File: config.mk
export PLATFORM = sky130hd
export DESIGN_NAME = axil_regslave
export DESIGN_NICKNAME = d
export VERILOG_FILES = /design/src/rtl/axil_rs_pkg.sv /design/src/rtl/axil_rs_decode.sv /design/src/rtl/axil_rs_regfile.sv /design/src/rtl/axil_rs_wr_chan.sv /design/src/rtl/axil_rs_rd_chan.sv /design/src/rtl/axil_regslave.sv
export SDC_FILE = /design/constraint.sdc
export NUM_CORES = 1
export LEC_CHECK = 0
export ABC_AREA = 0
export BUFFER_PORTS_ARGS = -buffer_cell sky130_fd_sc_hd__buf_2
export CAP_MARGIN = 20
export CORE_ASPECT_RATIO = 1.2
export CORE_MARGIN = 5
export CORE_UTILIZATION = 41
export DETAILED_ROUTE_END_ITERATION = 8
export MAX_ROUTING_LAYER = met4
export SLEW_MARGIN = 30
export SYNTH_ARGS = -nofsm -noshare
export SYNTH_HDL_FRONTEND = slang
export SYNTH_SLANG_ARGS = --single-unit
File: constraint.sdc
create_clock -name clk -period 3.1 [get_ports clk]
set_input_delay 0 -clock clk [delete_from_list [all_inputs] [get_ports clk]]
set_output_delay 0 -clock clk [all_outputs]
set_load 0.01 [all_outputs]
File: src/rtl/axil_rs_pkg.sv
package axil_rs_pkg;

   typedef enum logic [1:0] {
      RESP_OKAY   = 2'b00,
      RESP_EXOK   = 2'b01,
      RESP_SLVERR = 2'b10,
      RESP_DECERR = 2'b11
   } resp_e;

   function automatic int unsigned idx_width(input int unsigned n);
      return (n > 1) ? $clog2(n) : 1;
   endfunction

endpackage

File: src/rtl/axil_rs_decode.sv
module axil_rs_decode #(
   parameter int unsigned ADDR_W   = 32,
   parameter int unsigned DATA_W   = 32,
   parameter int unsigned NUM_REGS = 8,
   localparam int unsigned LSB     = $clog2(DATA_W / 8),
   localparam int unsigned IDX_W   = axil_rs_pkg::idx_width(NUM_REGS)
) (
   input  logic [ADDR_W-1:0] addr,
   output logic              hit,
   output logic [IDX_W-1:0]  idx
);

   localparam int unsigned WORD_W = ADDR_W - LSB;
   localparam bit IS_POW2 = (NUM_REGS > 1) && ((NUM_REGS & (NUM_REGS - 1)) == 0);

   logic aligned;

   assign aligned = (addr[LSB-1:0] == '0);
   assign idx     = addr[LSB +: IDX_W];

   generate
      if (IS_POW2) begin : g_pow2
         // upper word bits above the index must all be zero
         assign hit = aligned && (addr[ADDR_W-1:LSB+IDX_W] == '0);
      end else begin : g_range
         logic [WORD_W-1:0] word_num;
         assign word_num = addr[ADDR_W-1:LSB];
         assign hit = aligned && (word_num < WORD_W'(NUM_REGS));
      end
   endgenerate

endmodule

File: src/rtl/axil_rs_regfile.sv
module axil_rs_regfile #(
   parameter int unsigned DATA_W   = 32,
   parameter int unsigned NUM_REGS = 8,
   localparam int unsigned STRB_W  = DATA_W / 8,
   localparam int unsigned IDX_W   = axil_rs_pkg::idx_width(NUM_REGS)
) (
   input  logic              clk,
   input  logic              rst_n,
   input  logic              wr_en,
   input  logic [IDX_W-1:0]  wr_idx,
   input  logic [DATA_W-1:0] wr_data,
   input  logic [STRB_W-1:0] wr_strb,
   input  logic [IDX_W-1:0]  rd_idx,
   output logic [DATA_W-1:0] rd_word
);

   logic [NUM_REGS*DATA_W-1:0] flat;

   generate
      for (genvar r = 0; r < NUM_REGS; r++) begin : g_reg
         logic [DATA_W-1:0] word_q;
         logic              sel;

         assign sel = wr_en && (wr_idx == IDX_W'(r));

         always_ff @(posedge clk) begin
            if (!rst_n) begin
               word_q <= '0;
            end else if (sel) begin
               for (int l = 0; l < STRB_W; l++) begin
                  if (wr_strb[l]) word_q[l*8 +: 8] <= wr_data[l*8 +: 8];
               end
            end
         end

         assign flat[r*DATA_W +: DATA_W] = word_q;
      end
   endgenerate

   always_comb begin
      rd_word = '0;
      for (int r = 0; r < NUM_REGS; r++) begin
         if (rd_idx == IDX_W'(r)) rd_word = flat[r*DATA_W +: DATA_W];
      end
   end

   // storage may only move on a qualified (legal) commit
   assert_no_stray_update_R4: assert property (@(posedge clk) disable iff (!rst_n)
      !wr_en |=> $stable(flat));

   assert_empty_strobe_R3: assert property (@(posedge clk) disable iff (!rst_n)
      (wr_en && (wr_strb == '0)) |=> $stable(flat));

endmodule

File: src/rtl/axil_rs_wr_chan.sv
module axil_rs_wr_chan
   import axil_rs_pkg::*;
#(
   parameter int unsigned ADDR_W  = 32,
   parameter int unsigned DATA_W  = 32,
   localparam int unsigned STRB_W = DATA_W / 8
) (
   input  logic              clk,
   input  logic              rst_n,
   input  logic [ADDR_W-1:0] aw_addr,
   input  logic              aw_valid,
   output logic              aw_ready,
   input  logic [DATA_W-1:0] w_data,
   input  logic [STRB_W-1:0] w_strb,
   input  logic              w_valid,
   output logic              w_ready,
   output logic [1:0]        b_resp,
   output logic              b_valid,
   input  logic              b_ready,
   output logic [ADDR_W-1:0] held_addr,
   input  logic              addr_hit,
   output logic              wr_en,
   output logic [DATA_W-1:0] wr_data,
   output logic [STRB_W-1:0] wr_strb
);

   logic aw_full, w_full, commit;

   assign aw_ready = !aw_full && !b_valid;
   assign w_ready  = !w_full && !b_valid;
   assign commit   = aw_full && w_full;
   assign wr_en    = commit && addr_hit;

   always_ff @(posedge clk) begin
      if (!rst_n) begin
         aw_full   <= 1'b0;
         w_full    <= 1'b0;
         held_addr <= '0;
         wr_data   <= '0;
         wr_strb   <= '0;
         b_valid   <= 1'b0;
         b_resp    <= RESP_OKAY;
      end else begin
         if (aw_valid && aw_ready) begin
            aw_full   <= 1'b1;
            held_addr <= aw_addr;
         end
         if (w_valid && w_ready) begin
            w_full  <= 1'b1;
            wr_data <= w_data;
            wr_strb <= w_strb;
         end
         if (commit) begin
            aw_full <= 1'b0;
            w_full  <= 1'b0;
            b_valid <= 1'b1;
            b_resp  <= addr_hit ? RESP_OKAY : RESP_SLVERR;
         end else if (b_valid && b_ready) begin
            b_valid <= 1'b0;
         end
      end
   end

   assert_bresp_hold_R8: assert property (@(posedge clk) disable iff (!rst_n)
      (b_valid && !b_ready) |=> (b_valid && $stable(b_resp)));

   assert_bvalid_after_both_R7: assert property (@(posedge clk) disable iff (!rst_n)
      $rose(b_valid) |-> $past(aw_full && w_full));

   assert_no_commit_while_pending_R12: assert property (@(posedge clk) disable iff (!rst_n)
      wr_en |-> !b_valid);

   assert_bresp_codes_R11: assert property (@(posedge clk) disable iff (!rst_n)
      b_valid |-> (b_resp == RESP_OKAY || b_resp == RESP_SLVERR));

endmodule

File: src/rtl/axil_rs_rd_chan.sv
module axil_rs_rd_chan
   import axil_rs_pkg::*;
#(
   parameter int unsigned DATA_W = 32
) (
   input  logic              clk,
   input  logic              rst_n,
   input  logic              ar_valid,
   output logic              ar_ready,
   input  logic              addr_hit,
   input  logic [DATA_W-1:0] rd_word,
   output logic [DATA_W-1:0] r_data,
   output logic [1:0]        r_resp,
   output logic              r_valid,
   input  logic              r_ready
);

   assign ar_ready = !r_valid;

   always_ff @(posedge clk) begin
      if (!rst_n) begin
         r_valid <= 1'b0;
         r_data  <= '0;
         r_resp  <= RESP_OKAY;
      end else if (ar_valid && ar_ready) begin
         r_valid <= 1'b1;
         r_data  <= addr_hit ? rd_word : '0;
         r_resp  <= addr_hit ? RESP_OKAY : RESP_SLVERR;
      end else if (r_valid && r_ready) begin
         r_valid <= 1'b0;
      end
   end

   assert_rdata_hold_R9: assert property (@(posedge clk) disable iff (!rst_n)
      (r_valid && !r_ready) |=> (r_valid && $stable(r_data) && $stable(r_resp)));

   assert_error_data_zero_R5: assert property (@(posedge clk) disable iff (!rst_n)
      (r_valid && r_resp == RESP_SLVERR) |-> (r_data == '0));

   assert_one_read_outstanding_R12: assert property (@(posedge clk) disable iff (!rst_n)
      (r_valid && !r_ready) |=> !ar_ready);

endmodule

File: src/rtl/axil_regslave.sv
module axil_regslave #(
   parameter int unsigned ADDR_W   = 32,
   parameter int unsigned DATA_W   = 32,
   parameter int unsigned NUM_REGS = 8,
   localparam int unsigned STRB_W  = DATA_W / 8,
   localparam int unsigned IDX_W   = axil_rs_pkg::idx_width(NUM_REGS)
) (
   input  logic              clk,
   input  logic              rst_n,
   input  logic [ADDR_W-1:0] aw_addr,
   input  logic              aw_valid,
   output logic              aw_ready,
   input  logic [DATA_W-1:0] w_data,
   input  logic [STRB_W-1:0] w_strb,
   input  logic              w_valid,
   output logic              w_ready,
   output logic [1:0]        b_resp,
   output logic              b_valid,
   input  logic              b_ready,
   input  logic [ADDR_W-1:0] ar_addr,
   input  logic              ar_valid,
   output logic              ar_ready,
   output logic [DATA_W-1:0] r_data,
   output logic [1:0]        r_resp,
   output logic              r_valid,
   input  logic              r_ready
);

   localparam int unsigned LSB = $clog2(STRB_W);

   initial begin
      assert (DATA_W == 32 || DATA_W == 64)
         else $error("DATA_W must be 32 or 64");
      assert (NUM_REGS >= 1)
         else $error("NUM_REGS must be at least 1");
      assert (ADDR_W > LSB + IDX_W)
         else $error("ADDR_W too narrow for the register map");
   end

   logic [ADDR_W-1:0] wr_addr_q;
   logic              wr_hit, rd_hit, wr_en;
   logic [IDX_W-1:0]  wr_idx, rd_idx;
   logic [DATA_W-1:0] wr_data, rd_word;
   logic [STRB_W-1:0] wr_strb;

   axil_rs_decode #(.ADDR_W(ADDR_W), .DATA_W(DATA_W), .NUM_REGS(NUM_REGS)) u_wdec (
      .addr (wr_addr_q),
      .hit  (wr_hit),
      .idx  (wr_idx)
   );

   axil_rs_decode #(.ADDR_W(ADDR_W), .DATA_W(DATA_W), .NUM_REGS(NUM_REGS)) u_rdec (
      .addr (ar_addr),
      .hit  (rd_hit),
      .idx  (rd_idx)
   );

   axil_rs_wr_chan #(.ADDR_W(ADDR_W), .DATA_W(DATA_W)) u_wr (
      .clk       (clk),
      .rst_n     (rst_n),
      .aw_addr   (aw_addr),
      .aw_valid  (aw_valid),
      .aw_ready  (aw_ready),
      .w_data    (w_data),
      .w_strb    (w_strb),
      .w_valid   (w_valid),
      .w_ready   (w_ready),
      .b_resp    (b_resp),
      .b_valid   (b_valid),
      .b_ready   (b_ready),
      .held_addr (wr_addr_q),
      .addr_hit  (wr_hit),
      .wr_en     (wr_en),
      .wr_data   (wr_data),
      .wr_strb   (wr_strb)
   );

   axil_rs_regfile #(.DATA_W(DATA_W), .NUM_REGS(NUM_REGS)) u_regs (
      .clk     (clk),
      .rst_n   (rst_n),
      .wr_en   (wr_en),
      .wr_idx  (wr_idx),
      .wr_data (wr_data),
      .wr_strb (wr_strb),
      .rd_idx  (rd_idx),
      .rd_word (rd_word)
   );

   axil_rs_rd_chan #(.DATA_W(DATA_W)) u_rd (
      .clk      (clk),
      .rst_n    (rst_n),
      .ar_valid (ar_valid),
      .ar_ready (ar_ready),
      .addr_hit (rd_hit),
      .rd_word  (rd_word),
      .r_data   (r_data),
      .r_resp   (r_resp),
      .r_valid  (r_valid),
      .r_ready  (r_ready)
   );

   assert_rresp_codes_R11: assert property (@(posedge clk) disable iff (!rst_n)
      r_valid |-> (r_resp == 2'b00 || r_resp == 2'b10));

endmodule

==> results of run 1 <==
area by class of cell:
cell class | count | area, um2
fill | 3436 | 18530
multi-input combinational | 1194 | 8075
sequential | 362 | 7247
timing repair buffer | 289 | 2177
clock buffer | 54 | 1125
tap | 480 | 600.6
clock inverter | 14 | 197.7
inverter | 3 | 11.26
antenna | 2 | 5.005
cell usage after synthesis, types with 2 or more instances:
cell type,n,area (um2)
a211oi_1,2,15.01
a21boi_1,70,525.5
a21oi_1,54,270.3
and2_1,3,18.77
buf_1,9,33.78
buf_2,5,25.02
buf_4,2,15.01
buf_6,3,33.78
clkbuf_1,98,367.9
dfxtp_1,362,7247
inv_1,3,11.26
mux2_1,26,292.8
mux2_2,4,45.04
mux2i_1,310,3103
mux4_2,9,202.7
nand2_1,453,1700
nand2b_1,13,81.33
nand3_1,31,155.2
nand4_1,6,37.54
nor2_1,12,45.04
nor3_1,2,10.01
nor3_4,32,520.5
nor4_1,11,68.82
o21ai_0,37,185.2
o21ai_1,67,335.3
o22a_1,23,201.4
o22ai_1,8,50.05
layout by cell type (no fill, tap or decap), types with 9 or more instances in the layout:
master         count
a21boi_1          70
a21oi_1           54
buf_2            143
buf_4             26
clkbuf_16         41
dfxtp_1          362
dlygate4sd3_1    113
mux2_1            26
mux2i_1          310
mux4_2             9
nand2_1          452
nand2b_1          12
nand3_1           31
nor2_1            12
nor3_4            32
nor4_1            11
o21ai_0           37
o21ai_1           67
o22a_1            23
sequential cells by signal (all words and copies together) (netlist names), 4 cells and up:
register         flops
u_rd.r_data         32
u_regs.g.word_q    256
u_wr.held_addr      32
u_wr.wr_data        32
u_wr.wr_strb         4
routing by layer:
layer  track usage  wire length (um)
met5             -                 0
met4       0.04867               737
met3       0.03021              2264
met2        0.3388             20370
met1        0.2672             19620
per-stage QoR:
| stage | utilization | setup WS [ns] | cell area (um2) |
|---|---|---|---|
| 6_report | 0.5120 | 0.5737 | 19440 |
| 5_1_grt | 0.5120 | 0.4599 | 19440 |
| 4_1_cts | 0.5119 | 0.5621 | 19430 |
| 3_5_place_dp | 0.4472 | 0.5930 | 16980 |
| 3_3_place_gp | 0.4472 | 0.6005 | 16980 |
| 2_1_floorplan | - | 0.8410 | 15790 |
critical path, delay by kind of cell, from the launching register on:
family,cells,cell delay (ns)
mux,1,0.26
simple gates,4,1.58
flops,1,0.31
buf+inv,1,0.26
power groups by stage:
stage / logic, mW / clock network [mW] / registers [mW]
after floorplan: 0.455 / 0 / 4.85
after global placement: 0.695 / 0 / 4.86
after detailed placement: 0.700 / 0 / 4.87
after CTS: 0.818 / 4.92 / 4.76
after global routing: 0.898 / 5.11 / 4.77
final: 0.827 / 4.81 / 4.76
cells by family after synthesis:
group	share of synthesized area
other	0.0002375
AOI/OAI and AO/OA	0.1040
buffers and inverters	0.03082
DFF	0.4590
and+or+nand+nor	0.1753
muxes	0.2307
how the worst min path moves through the flow:
| stage | startpoint | end | slack, ns | cells after the start |
|---|---|---|---|---|
| after detailed placement | w_data[21] | u_wr.wr_data[21] | 0.25 | 3 |
| final | ar_addr[4] | u_rd.r_data[27] | 0.09 | 4 |
| after global placement | w_data[20] | u_wr.wr_data[20] | 0.24 | 3 |
| after global routing | w_valid | u_wr.wr_data[31] | 0.13 | 5 |
| after CTS | ar_addr[4] | u_rd.r_data[27] | 0.06 | 4 |
| after floorplan | aw_addr[0] | u_wr.held_addr[0] | 0.13 | 2 |
==> impl_metrics.env, run 1 <==
export IMPL_fmaxAchievable_ghz=0.3958
export IMPL_maxSlewViolCount=0
export IMPL_r2r_start="u_wr.held_addr[8]"
export IMPL_synth_cell_types=47
export IMPL_crit_type="reg2reg"
export IMPL_area_growth_syn_to_layout_pct=23.11
export IMPL_hold_ws_ns=0.08614
export IMPL_final_antenna_net_count=0
export IMPL_finalNonFillerCells=2398
export IMPL_drc=0
export IMPL_wirelength_mm=42.99
export IMPL_post_cts_setup_buffer_count=0
export IMPL_layout_nets=1995
export IMPL_firstDrtPassIters=4
export IMPL_ir_worst_vdd_mv=0.3609
export IMPL_wl_per_cell_um=17.93
export IMPL_gp_congestion=0.7759
export IMPL_cts_tree="built"
export IMPL_clockPowerShare=0.462
export IMPL_endpoint_kind="flip-flop"
export IMPL_cts_buffers=38
export IMPL_insertion_delay_ns=0.53
export IMPL_root_buffer="clkbuf_16"
export IMPL_startpoint="u_wr.held_addr[8]"
export IMPL_viasPerCell=5.276
export IMPL_slowest_delay_ns=0.64
export IMPL_clock_skew_ns=0.01372
export IMPL_combPwrFrac=0.080
export IMPL_drive_above_1_share=0.1508
export IMPL_grt_pass1_wl_mm=69.90
export IMPL_syn_area_per_cell_um2=9.427
export IMPL_start_util=0.4159
export IMPL_dr_first_iter_drc_count=626
export IMPL_cp_endpoint="u_regs.g_reg[2].word_q[24]"
export IMPL_cts_htree_levels=2
export IMPL_status="finished clean"
export IMPL_core_area_um2=37960
export IMPL_die_h_um=225.0
export IMPL_die_area_um2=42550
export IMPL_finalSetupTns_ns=0
export IMPL_io_buffers=145
export IMPL_cts_repair_resized=0
export IMPL_rr_endpoint="u_regs.g_reg[2].word_q[24]"
export IMPL_grt_pass1_vias=12970
export IMPL_slew_headroom=0.3330
export IMPL_place_inst=2215
export IMPL_finalCritPeriodShare=0.8149
export IMPL_grt_start_max_net_pins=82
export IMPL_clk_path_buf_depth=3
export IMPL_crit_fanout=33
export IMPL_ys_seq_area_frac=0.4590
export IMPL_num_rows=78
export IMPL_min_path_type="in2reg"
export IMPL_critPathRequiredTime_ns=3.55
export IMPL_syn_area_um2=15790
export IMPL_ioPinCount=148
export IMPL_cts_sinks=362
export IMPL_power_density_nw_per_um2=535.0
export IMPL_grt_overflow=0
export IMPL_path_cells="or4_4, nor4_4, nand4_4, buf_12, nor3_4, mux2i_1"
export IMPL_grt_usage=0.2049
export IMPL_fp_dieW_um=189.1
export IMPL_synthCells=1675
export IMPL_cp_slowest_cell="nor3_4"
export IMPL_p_sw_mw=2.409
export IMPL_synthArstFlopShare=0
export IMPL_p_leak_nw=7.461
export IMPL_yosysWarnings=0
export IMPL_setup_viol=0
export IMPL_cp_data_arrival_time_ns=2.98
export IMPL_min_period_ns=2.526
export IMPL_cts_hold_buf=113
export IMPL_power_total_mw=10.40
export IMPL_synth_ff_type="dfxtp_1"
export IMPL_cap_violations=0
export IMPL_cp_start_kind="flip-flop"
export IMPL_synth_seq_cells=362
export IMPL_grt_setup_unrepaired="false"
export IMPL_r2r_slack_ns=0.57
export IMPL_intPower_mw=7.991
export IMPL_r2r_cells=6
export IMPL_dpl_hpwl_mm=27.08
export IMPL_worstMarginPinSlew_ns=1.001
export IMPL_clkTransAtPathRegs_ns=0.06
export IMPL_synth_edf_count=0
export IMPL_switching_share=0.2316
export IMPL_seqPwrFrac=0.458
export IMPL_antenna_found_initial=2
export IMPL_vias=12650
export IMPL_hold_violations=0
No activity file was read; power rests on OpenSTA's default activity.
==> run 2, diff against run 1 <==
- clock period: 3.1 -> 2.6 ns (I/O delays scaled with it)
==> run 2 against run 1 <==
Net effect:
- global-route usage down 0.11 points
- design area rose by 0.97%
- fmax rose by 3.8%
- flip-flop and latch count did not move
- setup slack got worse by 0.41 ns
- clock power rose by 12%
- largest power group is now sequential cells
==> impl_metrics.env, run 2 (synthesis gave the netlist of run 1 again) <==
export IMPL_maxSlewViolCount=0
export IMPL_grt_overflow=0
export IMPL_hold_depth=4
export IMPL_status="finished clean"
export IMPL_grt_setup_unrepaired="false"
export IMPL_slowest_delay_ns=0.54
export IMPL_path_cells="or4_4, nor4_4, nand4_4, buf_12, nor3_4, buf_4, mux2i_1"
export IMPL_r2r_slack_ns=0.17
export IMPL_ff_latch_area_um2=7247
export IMPL_top_register="u_regs.g.word_q"
export IMPL_wl_met2_mm=19.86
export IMPL_insertion_delay_ns=0.54
export IMPL_grt_start_max_net_pins=94
export IMPL_rr_endpoint="u_regs.g_reg[4].word_q[0]"
export IMPL_min_delay_worst_endpoint="u_rd.r_data[1]"
export IMPL_place_inst=2253
export IMPL_cts_htree_levels=2
export IMPL_cts_buffers=39
export IMPL_critPathRequiredTime_ns=3.04
export IMPL_cp_top_family="simple AND/OR/NAND/NOR gates"
export IMPL_num_rows=78
export IMPL_wl_per_cell_um=17.49
export IMPL_vias=12610
export IMPL_hold_violations=0
export IMPL_final_cell_mix="nand2_1, dfxtp_1, mux2i_1"
export IMPL_largest_reg_flops=256
export IMPL_drc=0
export IMPL_root_buffer="clkbuf_16"
export IMPL_die_h_um=225.0
export IMPL_cts_sinks=362
export IMPL_wl_met1_mm=19.87
export IMPL_n_antenna_cell=0
export IMPL_cp_start_kind="flip-flop"
export IMPL_clock_skew_ns=0.01612
export IMPL_ioPinCount=148
export IMPL_dpl_hpwl_mm=26.87
export IMPL_grt_usage=0.2038
export IMPL_hold_start="ar_addr[3]"
export IMPL_viasPerCell=5.182
export IMPL_worstMarginPinSlew_ns=0.9112
export IMPL_clkTransAtPathRegs_ns=0.06
export IMPL_grt_pass1_vias=12910
export IMPL_wl_met3_mm=2.155
export IMPL_cp_slowest_cell="or4_4"
export IMPL_die_area_um2=42550
export IMPL_r2r_start="u_wr.held_addr[8]"
export IMPL_core_area_um2=37960
export IMPL_gp_congestion=0.7714
export IMPL_power_total_mw=12.07
export IMPL_io_buffers=145
export IMPL_finalSetupTns_ns=0
export IMPL_wirelength_mm=42.56
export IMPL_min_period_ns=2.434
export IMPL_area_growth_syn_to_layout_pct=24.30
export IMPL_crit_type="reg2reg"
export IMPL_finalCritPeriodShare=0.9361
export IMPL_ir_worst_vdd_mv=0.3555
export IMPL_post_cts_setup_buffer_count=0
export IMPL_grt_pass1_wl_mm=69.30
export IMPL_routed_top_layer="met4"
export IMPL_fmaxAchievable_ghz=0.4109
export IMPL_min_path_type="in2reg"
export IMPL_slew_headroom=0.3925
export IMPL_cts_tree="built"
export IMPL_layout_commonest_cell="nand2_1"
export IMPL_crit_buf_inv=2
export IMPL_endpoint_kind="flip-flop"
export IMPL_fp_dieW_um=189.1
export IMPL_dr_first_iter_drc_count=672
export IMPL_finalNonFillerCells=2433
export IMPL_power_density_nw_per_um2=614.9
export IMPL_start_util=0.4159
export IMPL_firstDrtPassIters=6
export IMPL_cp_data_arrival_time_ns=2.88
export IMPL_antenna_found_initial=0
export IMPL_cap_violations=0
export IMPL_r2r_cells=7
export IMPL_crit_fanout=19
export IMPL_final_antenna_net_count=0
export IMPL_fillers=3418
export IMPL_setup_viol=0
export IMPL_clk_path_buf_depth=3
export IMPL_drive_above_1_share=0.1654
export IMPL_multi_input_area_um2=8071
export IMPL_layout_nets=2030
export IMPL_p_leak_nw=7.600
## run 2: cell types whose count changed in the layout (fill, tap and decap cells not counted), sizes merged
cell | previous run | this run
bufinv | 5 | 1
inv | 3 | 6
clkbuf | 54 | 62
diode | 2 | 0
buf | 176 | 214
dlygate4sd3 | 113 | 109
clkinv | 8 | 4
## run 2: report_power, final
group | total (mW) | switching, mW | internal, mW
Combinational | 0.985 | 0.586 | 0.399
Sequential | 5.68 | 0.0563 | 5.62
Clock | 5.40 | 2.23 | 3.17
## run 2: worst max path at each step
stage / from / slack, ns / end / depth (start not counted)
final: u_wr.held_addr[8] / 0.17 / u_regs.g_reg[4].word_q[0] / 7
after global routing: u_wr.held_addr[8] / 0.04 / u_regs.g_reg[6].word_q[4] / 6
after CTS: u_wr.held_addr[8] / 0.1 / u_regs.g_reg[6].word_q[5] / 6
after detailed placement: u_wr.held_addr[8] / 0.12 / u_regs.g_reg[6].word_q[5] / 6
after global placement: u_wr.held_addr[8] / 0.15 / u_regs.g_reg[6].word_q[7] / 6
after floorplan: u_wr.held_addr[8] / 0.34 / u_regs.g_reg[2].word_q[10] / 6
## run 2: per-stage QoR
step | utilization | area, um2 | setup WS (ns) | hold WS, ns
6_report | 0.5170 | 19630 | 0.1661 | 0.07273
5_1_grt | 0.5170 | 19630 | 0.04431 | 0.08673
4_1_cts | 0.5169 | 19620 | 0.09993 | 0.04437
3_5_place_dp | 0.4553 | 17290 | 0.1226 | 0.2457
3_3_place_gp | 0.4553 | 17290 | 0.1462 | 0.2427
2_1_floorplan | - | 15790 | 0.3410 | 0.1348
## run 2: repair_timing
action / CTS / global route
endpoints found under the hold margin: 102 / 0
gates resized for setup: 0 / 1
hold buffers: 109 / 0
endpoints found under the setup margin: 0 / 5
## run 2: layout make-up
| class | instances | area share |
|---|---|---|
| clock inverters | 9 | 0.004271 |
| inverters | 3 | 0.0005737 |
| clock buffers | 62 | 0.05922 |
| multi-input cells | 1194 | 0.4112 |
| well taps | 480 | 0.03060 |
| flip-flops and latches | 362 | 0.3692 |
| repair buffers | 323 | 0.1249 |
## run 2: worst reg2reg max path, cell delays in order, from the launching register on
cell	delay, ns
dfxtp_1	0.31
or4_4	0.54
nor4_4	0.28
nand4_4	0.25
buf_12	0.28
nor3_4	0.21
buf_4	0.24
mux2i_1	0.23
## run 2: metal layers
metal	track usage	vias up
met5	-	-
li1	-	6290
met3	0.03285	59
met1	0.2672	5990
met2	0.3356	270
met4	0.04303	0
